File: src/rtl/rp_fp_mul_pkg.sv
package rp_fp_mul_pkg;

    typedef enum logic [1:0] {
        CLS_NORMAL = 2'd0,
        CLS_ZERO   = 2'd1,
        CLS_OVF    = 2'd2,
        CLS_UNF    = 2'd3
    } res_class_e;

endpackage

File: src/rtl/rp_radix4_digit.sv
// Recodes one overlapping bit triple of the multiplier into a signed digit
// in {-2,-1,0,+1,+2}, as a magnitude select (one/two) and a negate flag.
module rp_radix4_digit (
    input  logic [2:0] trip_i,
    output logic       one_o,
    output logic       two_o,
    output logic       neg_o
);
    always_comb begin
        one_o = trip_i[1] ^ trip_i[0];
        two_o = (trip_i[2] & ~trip_i[1] & ~trip_i[0]) |
                (~trip_i[2] & trip_i[1] & trip_i[0]);
        // an all-ones triple is a zero digit, so it must not negate
        neg_o = trip_i[2] & ~(trip_i[1] & trip_i[0]);
    end
endmodule

File: src/rtl/rp_csa_row.sv
// One row of 3:2 carry-save compression across W bit columns.
module rp_csa_row #(
    parameter int W = 18
) (
    input  logic [W-1:0] x_i,
    input  logic [W-1:0] y_i,
    input  logic [W-1:0] z_i,
    output logic [W-1:0] sum_o,
    output logic [W-1:0] car_o
);
    logic [W-2:0] maj;

    always_comb begin
        sum_o = x_i ^ y_i ^ z_i;
        maj   = (x_i[W-2:0] & y_i[W-2:0]) |
                (x_i[W-2:0] & z_i[W-2:0]) |
                (y_i[W-2:0] & z_i[W-2:0]);
        car_o = {maj, 1'b0};
    end
endmodule

File: src/rtl/rp_sig_mult.sv
// Unsigned SIG_W x SIG_W integer multiplier core: radix-4 recoded rows,
// a carry-save chain and a ripple carry final adder.
module rp_sig_mult #(
    parameter int SIG_W = 9
) (
    input  logic [SIG_W-1:0]   a_i,
    input  logic [SIG_W-1:0]   b_i,
    output logic [2*SIG_W-1:0] prod_o
);
    // pad the multiplier with zeros to an even width so its top digit stays
    // non-negative and the unsigned value is represented exactly
    localparam int EXT_W  = (SIG_W % 2 == 0) ? SIG_W + 2 : SIG_W + 1;
    localparam int DIGITS = EXT_W / 2;
    localparam int ROWS   = DIGITS + 1;   // recoded rows plus the negate row
    localparam int PW     = 2 * SIG_W;    // the product fits, so work modulo 2^PW

    logic [EXT_W:0]  b_ext;
    logic [PW-1:0]   y_ext;
    logic [PW-1:0]   rows [ROWS];
    logic [PW-1:0]   neg_row;
    logic [PW-1:0]   s_stg [ROWS-1];
    logic [PW-1:0]   c_stg [ROWS-1];
    logic [PW-1:0]   cy;
    logic [PW-1:0]   total;

    assign b_ext = {{(EXT_W - SIG_W){1'b0}}, b_i, 1'b0};
    assign y_ext = {{(PW - SIG_W){1'b0}}, a_i};

    generate
        for (genvar i = 0; i < DIGITS; i++) begin : g_digit
            logic          one, two, neg;
            logic [PW-1:0] mag;
            logic [PW-1:0] sel;

            rp_radix4_digit u_enc (
                .trip_i (b_ext[2*i+2:2*i]),
                .one_o  (one),
                .two_o  (two),
                .neg_o  (neg)
            );

            assign mag = two ? (y_ext << 1) : (one ? y_ext : '0);
            // -M is formed as ~M here plus a 1 injected in the negate row
            assign sel = neg ? ~mag : mag;
            assign rows[i] = sel << (2 * i);
            assign neg_row[2*i]   = neg;
            assign neg_row[2*i+1] = 1'b0;
        end

        if (PW > 2 * DIGITS) begin : g_neg_top
            assign neg_row[PW-1:2*DIGITS] = '0;
        end
    endgenerate

    assign rows[DIGITS] = neg_row;

    // linear carry-save accumulation of the remaining rows
    assign s_stg[0] = rows[0];
    assign c_stg[0] = rows[1];

    generate
        for (genvar j = 0; j < ROWS - 2; j++) begin : g_csa
            rp_csa_row #(.W(PW)) u_csa (
                .x_i   (s_stg[j]),
                .y_i   (c_stg[j]),
                .z_i   (rows[j+2]),
                .sum_o (s_stg[j+1]),
                .car_o (c_stg[j+1])
            );
        end
    endgenerate

    // ripple carry final adder; the carry out of the top column is discarded
    assign cy[0] = 1'b0;
    generate
        for (genvar k = 0; k < PW; k++) begin : g_rca
            assign total[k] = s_stg[ROWS-2][k] ^ c_stg[ROWS-2][k] ^ cy[k];
            if (k < PW - 1) begin : g_cy
                assign cy[k+1] = (s_stg[ROWS-2][k] & c_stg[ROWS-2][k]) |
                                 (cy[k] & (s_stg[ROWS-2][k] ^ c_stg[ROWS-2][k]));
            end
        end
    endgenerate

    assign prod_o = total;

    // two significands with leading ones give a product in [2^(PW-2), 2^PW)
    always_comb begin
        if (a_i[SIG_W-1] && b_i[SIG_W-1]) begin
            assert_prod_lead_R3: assert (prod_o[PW-1] || prod_o[PW-2]);
        end
    end
endmodule

File: src/rtl/rp_exp_unit.sv
// Sums the biased exponents, removes one bias, adds the normalisation
// increment and classifies the signed result against the finite range.
module rp_exp_unit #(
    parameter int EXP_W = 8
) (
    input  logic [EXP_W-1:0] ea_i,
    input  logic [EXP_W-1:0] eb_i,
    input  logic             norm_i,
    output logic [EXP_W-1:0] exp_o,
    output logic             ovf_o,
    output logic             unf_o
);
    localparam int RAW_W = EXP_W + 2;
    localparam int BIAS  = (1 << (EXP_W - 1)) - 1;

    logic [RAW_W-1:0] raw;

    always_comb begin
        raw = {2'b00, ea_i} + {2'b00, eb_i} + {{(RAW_W-1){1'b0}}, norm_i}
              - RAW_W'(BIAS);
        exp_o = raw[EXP_W-1:0];
        // the sum never reaches the two top bits from below, so a set MSB is negative
        ovf_o = ~raw[RAW_W-1] & (raw[RAW_W-2] | (&raw[EXP_W-1:0]));
        unf_o = raw[RAW_W-1] | (raw == '0);
    end

    always_comb begin
        assert_exp_flags_excl_R9: assert (!(ovf_o && unf_o));
    end
endmodule

File: src/rtl/rp_fp_mul.sv
module rp_fp_mul
    import rp_fp_mul_pkg::*;
#(
    parameter int EXP_W  = 8,
    parameter int FRAC_W = 8
) (
    input  logic [EXP_W+FRAC_W:0] a_i,
    input  logic [EXP_W+FRAC_W:0] b_i,
    output logic [EXP_W+FRAC_W:0] res_o,
    output logic                  ovf_o,
    output logic                  unf_o
);
    localparam int W      = 1 + EXP_W + FRAC_W;
    localparam int SIG_W  = FRAC_W + 1;
    localparam int PROD_W = 2 * SIG_W;
    localparam logic [EXP_W-1:0] EXP_SAT = {{(EXP_W-1){1'b1}}, 1'b0};

    logic              sign;
    logic [EXP_W-1:0]  ea, eb, exp_raw;
    logic [SIG_W-1:0]  sig_a, sig_b;
    logic [PROD_W-1:0] prod;
    logic              norm;
    logic [FRAC_W-1:0] frac_n;
    logic              zero_in, e_ovf, e_unf;
    res_class_e        cls;

    assign sign    = a_i[W-1] ^ b_i[W-1];
    assign ea      = a_i[W-2:FRAC_W];
    assign eb      = b_i[W-2:FRAC_W];
    assign sig_a   = {1'b1, a_i[FRAC_W-1:0]};
    assign sig_b   = {1'b1, b_i[FRAC_W-1:0]};
    assign zero_in = (ea == '0) || (eb == '0);

    rp_sig_mult #(.SIG_W(SIG_W)) u_sig_mult (
        .a_i    (sig_a),
        .b_i    (sig_b),
        .prod_o (prod)
    );

    // one-place normalisation; bits below the kept fraction are truncated
    assign norm   = prod[PROD_W-1];
    assign frac_n = norm ? prod[PROD_W-2 -: FRAC_W] : prod[PROD_W-3 -: FRAC_W];

    rp_exp_unit #(.EXP_W(EXP_W)) u_exp_unit (
        .ea_i   (ea),
        .eb_i   (eb),
        .norm_i (norm),
        .exp_o  (exp_raw),
        .ovf_o  (e_ovf),
        .unf_o  (e_unf)
    );

    // result class, by priority: zero operand, overflow, underflow, normal
    always_comb begin
        if (zero_in)    cls = CLS_ZERO;
        else if (e_ovf) cls = CLS_OVF;
        else if (e_unf) cls = CLS_UNF;
        else            cls = CLS_NORMAL;
    end

    // output stage driven by the class
    always_comb begin
        unique case (cls)
            CLS_NORMAL: begin
                res_o = {sign, exp_raw, frac_n};
                ovf_o = 1'b0;
                unf_o = 1'b0;
            end
            CLS_ZERO: begin
                res_o = {sign, {(W-1){1'b0}}};
                ovf_o = 1'b0;
                unf_o = 1'b0;
            end
            CLS_OVF: begin
                res_o = {sign, EXP_SAT, {FRAC_W{1'b1}}};
                ovf_o = 1'b1;
                unf_o = 1'b0;
            end
            CLS_UNF: begin
                res_o = {sign, {(W-1){1'b0}}};
                ovf_o = 1'b0;
                unf_o = 1'b1;
            end
            default: begin
                res_o = '0;
                ovf_o = 1'b0;
                unf_o = 1'b0;
            end
        endcase
    end

    always_comb begin
        assert_sign_xor_R1: assert (res_o[W-1] == (a_i[W-1] ^ b_i[W-1]));
        assert_flags_excl_R9: assert (!(ovf_o && unf_o));
        assert_prod_nonzero_R3: assert (prod != '0);
        if (zero_in) begin
            assert_zero_no_flags_R8: assert (!ovf_o && !unf_o && res_o[W-2:0] == '0);
        end
        if (ovf_o) begin
            assert_sat_pattern_R6: assert (res_o[W-2:0] == {EXP_SAT, {FRAC_W{1'b1}}});
        end
        if (unf_o) begin
            assert_unf_flush_R7: assert (res_o[W-2:0] == '0);
        end
    end
endmodule

File: config.mk
export PLATFORM = sky130hd
export DESIGN_NAME = rp_fp_mul
export DESIGN_NICKNAME = d
export VERILOG_FILES = /design/src/rtl/rp_fp_mul_pkg.sv /design/src/rtl/rp_radix4_digit.sv /design/src/rtl/rp_csa_row.sv /design/src/rtl/rp_sig_mult.sv /design/src/rtl/rp_exp_unit.sv /design/src/rtl/rp_fp_mul.sv
export SDC_FILE = /design/constraint.sdc
export NUM_CORES = 1
export LEC_CHECK = 0
export BUFFER_PORTS_ARGS = -buffer_cell sky130_fd_sc_hd__buf_2
export CAP_MARGIN = 25
export CORE_UTILIZATION = 50
export DETAILED_ROUTE_END_ITERATION = 8
export PLACE_DENSITY = 0.69
export SYNTH_ARGS = -nofsm -noshare
export SYNTH_HDL_FRONTEND = slang
export SYNTH_HIERARCHICAL = 1
export SYNTH_SLANG_ARGS = --single-unit
File: constraint.sdc
create_clock -name vclk -period 40.5
set_input_delay 2.025 -clock vclk [all_inputs]
set_output_delay 2.025 -clock vclk [all_outputs]
set_load 0.02 [all_outputs]
==> impl_metrics.env <==
export IMPL_outcome="complete, but fails checks"
export IMPL_failed_checks="slew limit"
export IMPL_p_sw_w=0.000271
export IMPL_hp_class="primary input to primary output"
export IMPL_total_power_w=0.000496
export IMPL_hold_viol_final=0
export IMPL_fin_setup_tns_ps=0
export IMPL_fin_crit_sh_pct=43.9
export IMPL_viasPerCell=5.59
export IMPL_synth_top_cell_area_share_pct=33.0
export IMPL_comb_power_share_pct=100.0
export IMPL_gp_congestion=0.758
export IMPL_yosysTopAreaCell="fa_1"
export IMPL_switching_share_pct=54.6
export IMPL_clkPwrFrac_pct=0
export IMPL_met1_usage_pct=26.5
export IMPL_antenna_found_initial=0
export IMPL_seq_area_um2=0
export IMPL_core_area_um2=9910
export IMPL_grtUsageMet2_pct=37.7
export IMPL_cpPeakStageDelay_ps=750
export IMPL_tightest_slew_ps=1660
export IMPL_crit_fanout=34
export IMPL_ctsHoldBuffers=0
export IMPL_setup_viol=0
export IMPL_num_rows=36
export IMPL_pin_count=53
export IMPL_final_nets=720
export IMPL_worstSetupStartpoint="b_i[0]"
export IMPL_fin_crit_ps=17780
export IMPL_p_int_w=0.000225
export IMPL_crit_top_cell="fa_1"
export IMPL_critPathRequiredTime_ps=38470
export IMPL_ant_nets=0
export IMPL_synth_common_cells="fa_1 (85), a21oi_1 (59), nand3b_1 (47), and3_1 (42), a211oi_2 (41)"
export IMPL_nClkBuffers=0
export IMPL_critPathKind="primary input to primary output"
export IMPL_yosysWarningCount=6
export IMPL_fmax_mhz=56.2
export IMPL_cts_resized=0
export IMPL_die_w_um=104
export IMPL_wirelength_um=10200
export IMPL_gr_usage_met3_pct=0.503
export IMPL_ir_drop_mv=0.0841
export IMPL_grt_pass1_wl_um=18200
export IMPL_synthTopCellsByArea="fa_1 (33%), a211oi_2 (9.9%), and4b_1 (7.8%)"
export IMPL_synthesis_area_um2=5160
export IMPL_area_growth_pct=6.18
export IMPL_holdWs_ps=4330
export IMPL_whs_path_depth=3
export IMPL_syn_inst=527
export IMPL_firstDrtPassIters=5
export IMPL_max_slew_margin_pct=-10.6
export IMPL_via_count=3972
export IMPL_seq_area_frac_synth_pct=0
export IMPL_grt_usage_pct=20.0
export IMPL_p_per_area_nw_per_um2=90.5
export IMPL_grt_pass1_vias=3871
export IMPL_avgSynthCellArea_um2=9.80
export IMPL_overflow=0
export IMPL_dieHeight_um=104
export IMPL_slowest_stage="o22ai_2"
export IMPL_end_kind="primary output"
export IMPL_n_sequential_cell=0
export IMPL_antennaDiodeCount=0
export IMPL_grt_max_degree=36
export IMPL_fp_dieArea_um2=10700
export IMPL_cp_arrival_ps=15760
export IMPL_p_seq_share_pct=0
export IMPL_initial_core_util_pct=52.1
export IMPL_dp_final_hpwl_um=7940
export IMPL_maxCapViolCount=0
export IMPL_p_leak_nw=2.47
export IMPL_rsz0062_at_grt="no"
export IMPL_worstHoldStart="a_i[16]"
export IMPL_slew_violations=28
export IMPL_drc_errors=0
export IMPL_yosysUniqueCellTypes=42
export IMPL_portBuffers=53
export IMPL_synth_most_common_cell="fa_1"
export IMPL_drt_iter0_drc=201
export IMPL_worst_setup_path_start_kind="primary input"
export IMPL_drive_gt1_share_pct=23.4
export IMPL_wire_per_inst_um=14.3
export IMPL_cts_setup_buffers=0
export IMPL_busiest_layer="met2"
==> cells by family after synthesis <==
logic type                 after synthesis  synth area share [%]
AOI/OAI and AO/OA                      117                  18.6
other                                    6                 0.436
adders and majority gates              107                  38.3
and+or+nand+nor                        192                  27.8
xor gates and xnor gates                23                  5.07
buffers and inverters                   74                  8.07
muxes                                    8                  1.75
==> routing by layer <==
metal  up-vias  part of all wire (%)
met5         -                     0
met4         0                  0.86
met3         8                   2.7
met2        69                    53
met1      1931                    43
li1       1964                     -
==> final timing paths <==
kind	endpoint	slack, ps
max	unf_o	22720
min	res_o[16]	4330
==> metrics by stage <==
stage | instance area [µm²] | util (%) | worst slack [ps] | instances
floorplan | 5340 | - | 23250 | 573
global placement | 5470 | 55.2 | 23010 | 709
detailed placement | 5470 | 55.2 | 22530 | 709
CTS | 5470 | 55.2 | 22520 | 709
global route | 5480 | 55.3 | 21890 | 710
finish | 5480 | 55.3 | 22720 | 710
==> cell type report <==
class	count	area [µm²]
fillers	910	4430
inverters	17	63.8
multi-input cells	499	4930
well taps	133	166
repair buffers	61	325
==> cell usage in the layout, fill, tap and decap left out, types with 2 or more instances in the layout <==
| cell | instances |
|---|---|
| nor4_1 | 2 |
| conb_1 | 52 |
| nand2_1 | 15 |
| nor3_1 | 6 |
| o21ai_0 | 3 |
| nor2_1 | 7 |
| nor2b_1 | 2 |
| and4b_1 | 40 |
| and3_1 | 42 |
| xor2_1 | 4 |
| nor3_2 | 10 |
| o22ai_2 | 5 |
| nand2b_1 | 8 |
| a21oi_1 | 59 |
| buf_2 | 53 |
| nor2_8 | 2 |
| mux2_2 | 8 |
| or4_4 | 4 |
| nand3b_1 | 47 |
| or3_1 | 2 |
| fa_1 | 85 |
| a211oi_2 | 41 |
| xnor2_1 | 15 |
| buf_4 | 8 |
| inv_1 | 16 |
| nor2b_2 | 3 |
| xor3_1 | 4 |
| ha_1 | 22 |
==> power by group through the flow <==
stage	Clock, W	Sequential, W	Combinational, W
3_5_place_dp	0	0	0.000499
6_report	0	0	0.000496
3_3_place_gp	0	0	0.000486
4_1_cts	0	0	0.000502
2_1_floorplan	0	0	0.000391
5_1_grt	0	0	0.000562
==> worst max-delay path: cells and delay by family <==
kind | cells | cell delay (ps)
compound gates | 4 | 1300
xor+xnor | 3 | 1010
fa+ha+maj | 23 | 8980
simple gates | 6 | 1410
buf+inv | 8 | 1020
No activity file was read; power rests on OpenSTA's default activity.
